===== config.mk =====
export PLATFORM = sky130hd
export DESIGN_NAME = soh_tx_inserter
export DESIGN_NICKNAME = d
export VERILOG_FILES = /design/src/rtl/soh_pkg.sv /design/src/rtl/soh_ser_capture.sv /design/src/rtl/soh_bip_acc.sv /design/src/rtl/soh_tx_inserter.sv
export SDC_FILE = /design/constraint.sdc
export NUM_CORES = 1
export LEC_CHECK = 0
export BUFFER_PORTS_ARGS = -buffer_cell sky130_fd_sc_hd__buf_2
export CORE_AREA = 5 5 102 85
export CTS_BUF_LIST = sky130_fd_sc_hd__clkbuf_4
export CTS_CLUSTER_DIAMETER = 40
export DETAILED_ROUTE_END_ITERATION = 10
export DIE_AREA = 0 0 107 90
export SLEW_MARGIN = 20
export SYNTH_ARGS = -nofsm -noshare
export SYNTH_HDL_FRONTEND = slang
export SYNTH_HIERARCHICAL = 1
export SYNTH_SLANG_ARGS = --single-unit

===== constraint.sdc =====
create_clock -name clk -period 1.9 [get_ports clk]
set_input_delay 0.285 -clock clk [delete_from_list [all_inputs] [get_ports clk]]
set_output_delay 0.285 -clock clk [all_outputs]
set_load 0.03 [all_outputs]

===== src/rtl/soh_pkg.sv =====
package soh_pkg;
  localparam int BYTE_W = 8;

  typedef enum logic [2:0] {
    SL_PAY = 3'd0,
    SL_B1  = 3'd1,
    SL_E1  = 3'd2,
    SL_F1  = 3'd3,
    SL_D1  = 3'd4,
    SL_D2  = 3'd5,
    SL_D3  = 3'd6,
    SL_RSV = 3'd7
  } slot_e;

  // B1 value: parity or zero, then optional pattern XOR
  function automatic logic [BYTE_W-1:0] b1_value(
    input logic [BYTE_W-1:0] parity,
    input logic              force_zero,
    input logic              corrupt,
    input logic [BYTE_W-1:0] pattern);
    logic [BYTE_W-1:0] base;
    base = force_zero ? '0 : parity;
    return corrupt ? (base ^ pattern) : base;
  endfunction

  // data channel choice from {enable, source}
  function automatic logic [BYTE_W-1:0] dcc_value(
    input logic [1:0]        mode,
    input logic [BYTE_W-1:0] serial_byte,
    input logic [BYTE_W-1:0] bus_byte);
    case (mode)
      2'b10:   return serial_byte;
      2'b11:   return bus_byte;
      default: return '0;
    endcase
  endfunction
endpackage


===== src/rtl/soh_ser_capture.sv =====
module soh_ser_capture #(
  parameter int W = 8
) (
  input  logic         clk,
  input  logic         rst_n,
  input  logic         bit_in,
  input  logic         bit_vld,
  input  logic         byte_strb,
  output logic [W-1:0] hold
);
  logic [W-1:0] sr;
  logic [W-1:0] sr_nxt;

  assign sr_nxt = bit_vld ? {sr[W-2:0], bit_in} : sr;

  always_ff @(posedge clk) begin
    if (!rst_n) begin
      sr   <= '0;
      hold <= '0;
    end else begin
      sr <= sr_nxt;
      if (byte_strb) hold <= sr_nxt;
    end
  end
endmodule


===== src/rtl/soh_bip_acc.sv =====
module soh_bip_acc #(
  parameter int W = 8
) (
  input  logic         clk,
  input  logic         rst_n,
  input  logic         vld,
  input  logic         frm_start,
  input  logic [W-1:0] byte_in,
  output logic [W-1:0] bip_prev
);
  logic [W-1:0] acc;

  always_ff @(posedge clk) begin
    if (!rst_n) begin
      acc      <= '0;
      bip_prev <= '0;
    end else if (vld) begin
      if (frm_start) begin
        bip_prev <= acc;
        acc      <= byte_in;
      end else begin
        acc <= acc ^ byte_in;
      end
    end
  end
endmodule


===== src/rtl/soh_tx_inserter.sv =====
module soh_tx_inserter
  import soh_pkg::*;
#(
  parameter int W = BYTE_W
) (
  input  logic         clk,
  input  logic         rst_n,
  input  logic         in_vld,
  input  logic         frm_start,
  input  logic [2:0]   slot_code,
  input  logic [W-1:0] pay_in,
  input  logic [W-1:0] user_f1,
  input  logic         ow_en,
  input  logic         ow_bit,
  input  logic         ow_bit_vld,
  input  logic         ow_byte_strb,
  input  logic         dcc_en,
  input  logic         dcc_src,
  input  logic         dcc_bit,
  input  logic         dcc_bit_vld,
  input  logic         dcc_byte_strb,
  input  logic [W-1:0] sib_dcc,
  input  logic         bip_off,
  input  logic         err_req,
  input  logic [W-1:0] err_pat,
  output logic         out_vld,
  output logic [W-1:0] out_byte
);
  slot_e        slot;
  logic [W-1:0] ow_hold;
  logic [W-1:0] dcc_hold;
  logic [W-1:0] bip_prev;
  logic [W-1:0] nxt_byte;
  logic         err_pend;
  logic         err_live;
  logic         b1_slot;
  logic         err_fire;

  assign slot     = slot_e'(slot_code);
  assign b1_slot  = in_vld && (slot == SL_B1);
  assign err_live = err_pend | err_req;
  assign err_fire = b1_slot && err_live;

  soh_ser_capture #(.W(W)) u_ow_cap (
    .clk(clk), .rst_n(rst_n), .bit_in(ow_bit), .bit_vld(ow_bit_vld),
    .byte_strb(ow_byte_strb), .hold(ow_hold));

  soh_ser_capture #(.W(W)) u_dcc_cap (
    .clk(clk), .rst_n(rst_n), .bit_in(dcc_bit), .bit_vld(dcc_bit_vld),
    .byte_strb(dcc_byte_strb), .hold(dcc_hold));

  soh_bip_acc #(.W(W)) u_bip (
    .clk(clk), .rst_n(rst_n), .vld(in_vld), .frm_start(frm_start),
    .byte_in(nxt_byte), .bip_prev(bip_prev));

  always_comb begin
    case (slot)
      SL_B1:               nxt_byte = b1_value(bip_prev, bip_off, err_live, err_pat);
      SL_E1:               nxt_byte = ow_en ? ow_hold : '0;
      SL_F1:               nxt_byte = user_f1;
      SL_D1, SL_D2, SL_D3: nxt_byte = dcc_value({dcc_en, dcc_src}, dcc_hold, sib_dcc);
      default:             nxt_byte = pay_in;
    endcase
  end

  always_ff @(posedge clk) begin
    if (!rst_n) begin
      out_vld  <= 1'b0;
      out_byte <= '0;
      err_pend <= 1'b0;
    end else begin
      out_vld <= in_vld;
      if (in_vld) out_byte <= nxt_byte;
      if (b1_slot)      err_pend <= 1'b0;
      else if (err_req) err_pend <= 1'b1;
    end
  end
endmodule


==> run summary <==
The run finished with clean final reports. The net count of the mapped netlist came out at 374. The routed wire length is 7430 um. The number of DRC markers after the initial detailed-route iteration came out at 83. The number of core rows is 29. The chip height came out at 90 um. The number of endpoints failing setup at the final stage is 0.

The TritonCTS buffer count came out at 9. During synthesis, Yosys emitted a total of 6 warnings. The maximum number of pins on one net before global-route repair came out at 33.

The timing-limited maximum frequency came out at 0.568 GHz. The total of flip-flops plus latches after synthesis is 58. The starting density of the core is 39.4%. The number of violations of the max-capacitance limit came out at 0. Synthesis produced a netlist whose cell count is 324. Among all flip-flop cells after synthesis, the most frequent one is dfxtp_1. The critical path in this run is classified as reg -> reg. The final-report hold violation count came out at 0. After detailed placement, the design holds a cell count of 465. The die footprint came out at 0.00963 mm^2. The remaining antenna violation count came out at 0.

The headroom to the max-slew limit is 64.6%. The worst-case setup slack after placement came out at -0.0334 ns. The path type of the worst min-delay path is in -> reg. TritonCTS built the clock tree.

The number of slew-limit violations in the final report came out at 0. The proportion of layout cells with a drive suffix above 1 is 26.9%. The post-detailed-route wirelength per cell is 15.5 um.

The worst setup path is launched from a register. The post-synthesis instance area is 0.00300 mm^2. The post-CTS repair timing setup buffer count is 0.

Summing the areas of all compound-gate instances in the mapped netlist gives 24.8% of the synthesized area. Setup repair after global routing left no endpoint under its margin. The design area is 0.00346 mm^2.

At the pin with the least slew margin, the transition time is 0.532 ns. Power spread over the standard cell area amounts to 708 mW/mm^2. The share of the Yosys chip area taken by registers is 38.7%. The insertion delay to the later sink of the worst-skew pair came out at 0.39 ns. The number of top-level design ports is 59. The horizontal die dimension came out at 107 um. The placer congestion estimate is 0.807. The number of global-route vias before repair is 2,511. The total routing usage reported by global routing is 15.9%.

The signed area change from the synthesized netlist to the final layout came out at 15.1%. In the final design database the tool counted 433 nets. Clock skew on the completed layout was measured at 0.00967 ns. The async set-or-reset flop fraction in the synthesized netlist is 0%. The first global-routing pass estimated 12,300 um of wire. The number of inserted diodes came out at 0. The via count of the routed design is 2,497. The maximum clock insertion buffer count came out at 2.

The worst endpoint data arrival time came out at 2.06 ns. The worst setup margin came out at 0.139 ns. The count of flip-flops with a built-in enable after synthesis came out at 0. The clock input transition at the sequential cells of the worst setup and hold paths is 0.09 ns. The tree is rooted in a clkbuf_4. The required time of the critical path came out at 2.20 ns. The total iterations of the first detailed-routing run is 6. The tightest hold path in the finished design has a slack of 0.194 ns. STA classifies the critical path endpoint as a register.

The leftover overflow at the end of global routing came out at 0. The number of standard cells in the final layout excluding fillers is 480. Buffers placed on the I/O ports in this run total 58. The floorplan step defined a core boundary enclosing 0.00762 mm^2.

The simple-gate area share of the yosys netlist is 19.0%. The worst vdd rail ir drop is 0.223 mV. The HPWL reported at the end of detailed placement came out at 5690 um.

The number of antenna violations at the first check in global routing came out at 0. The leakage power of the design is 1.36 nW. The adder-cell share of the synthesized area is 0%. The maximum level of the CTS H-tree is 3. The vias per cell came out at 5.20. The clock net in this run drives a total of 58 sinks. The portion of netlist area occupied by mux cells came out at 9.00%. The DRC violation count after routing came out at 0. The synthesized netlist devotes 2.33% of its cell area to XOR and XNOR gates.

The fill cell instance count of the final layout came out at 778. The area of placed instances is 0.00334 mm^2. Counting I/O delays and the setup requirement, the final critical path takes 1.76 ns.

The dominant combinational cell family by area after synthesis is compound AO/OA/AOI/OAI gates. In this run the mean area of a mapped cell was 9.27 um^2. The netlist uses 35 different library cells. The portion of the clock cycle consumed by the worst path in the final layout is 92.7%. The peak fanout along the critical path is 9.
-- per-layer routing --
layer,vias up,share of wire [%],track usage [%]
li1,1290,-,-
met1,1144,51,22.4
met2,52,43,23.1
met3,11,4.9,4.87
met4,0,1.4,5.22
met5,-,0,0
-- cells in the mapped netlist (9+ instances only) --
cell type	instances	area share [%]
o31ai_1	9	2.2
nor2b_1	27	5.6
o21ai_0	21	3.5
a21oi_1	32	5.3
nand2_1	24	3.0
dfxtp_1	58	39
mux2i_1	27	9.0
nand3b_1	15	3.8
nor3_1	9	1.5
nor2_1	16	2.0
buf_6	11	4.1
-- worst max-delay path, cell delays in order, from the launching register on --
cell	delay, ns
dfxtp_2	0.37
o21ai_0	0.23
xnor2_1	0.19
a2111oi_4	0.44
nor2_1	0.13
o21a_1	0.21
o32ai_2	0.11
-- final cells by class --
| type | count | area, um^2 | area share, % |
|---|---|---|---|
| clock inverter | 5 | 22.5 | 0.652 |
| timing repair buffer | 70 | 405 | 11.7 |
| multi-input combinational | 242 | 1670 | 48.2 |
| clock buffer | 10 | 75.1 | 2.17 |
| sequential | 58 | 1160 | 33.6 |
| inverter | 2 | 7.51 | 0.217 |
| tap | 93 | 116 | 3.37 |
-- flip-flops by register name (all words and copies together), names as in the netlist --
| name | count |
|---|---|
| u_ow_cap/sr | 8 |
| u_bip/bip_prev | 8 |
| err_pend | 1 |
| u_dcc_cap/sr | 8 |
| out_vld | 1 |
| out_byte | 8 |
| u_bip/acc | 8 |
| u_ow_cap/hold | 8 |
| u_dcc_cap/hold | 8 |
-- stage by stage --
| stage | utilization, % | setup TNS [ns] | power (mW) |
|---|---|---|---|
| CTS | 45.2 | 0 | 2.48 |
| floorplan | - | 0 | 1.64 |
| global route | 45.4 | 0 | 2.58 |
| finish | 45.4 | 0 | 2.45 |
| detailed placement | 43.9 | -0.0334 | 1.78 |
| global placement | 43.9 | -0.0194 | 1.78 |
-- worst paths after layout --
check                             startpoint        endpoint  slack, ns  depth (start not counted)
worst max-delay path                err_pend    u_bip/acc[6]       0.14                          6
worst min-delay path                  ow_bit  u_ow_cap/sr[0]       0.19                          3
worst max register to register      err_pend    u_bip/acc[6]       0.14                          6
worst min register to register  u_bip/acc[6]    u_bip/acc[6]       0.50                          2
-- logic make-up after synthesis --
logic type / Yosys count
flip-flops: 58
multiplexers: 27
buffers and inverters: 24
AO/OA/AOI/OAI: 102
XOR/XNOR: 8
AND/OR/NAND/NOR: 105
-- repair_timing --
item / 4_1_cts / 5_1_grt
setup endpoints to repair: 0 / 4
gates resized for setup: 0 / 2
hold buffers: 0 / 0
-- placed cells by master, fill, tap and decap left out --
cell type,instances
o31ai_1,9
nor3b_4,1
a2111oi_4,1
nand3b_1,15
buf_12,2
o21ai_1,4
and2b_1,2
nor2b_1,27
clkbuf_4,10
o32ai_2,5
nor3_1,9
xnor2_1,8
a21oi_1,32
a2111oi_2,6
nor2_1,16
buf_4,10
a21bo_2,2
clkinv_1,2
o21ai_0,21
dfxtp_1,57
a21o_4,1
mux2i_1,27
nand2_2,1
nand3_1,8
o21a_1,8
a211oi_1,1
dfxtp_2,1
a21bo_1,6
nand2b_1,1
o211ai_1,1
and2_1,1
clkinv_2,3
o22ai_1,3
buf_2,58
a21boi_0,1
inv_2,2
nand2_1,24
a21oi_2,1
-- report_power, final --
group | leakage, nW | total (mW) | internal [mW] | switching [mW]
sequential | 0.474 | 1.30 | 1.27 | 0.0345
combinational | 0.828 | 0.457 | 0.197 | 0.260
clock | 0.0609 | 0.685 | 0.261 | 0.423
No activity file was read; power rests on OpenSTA's default activity.
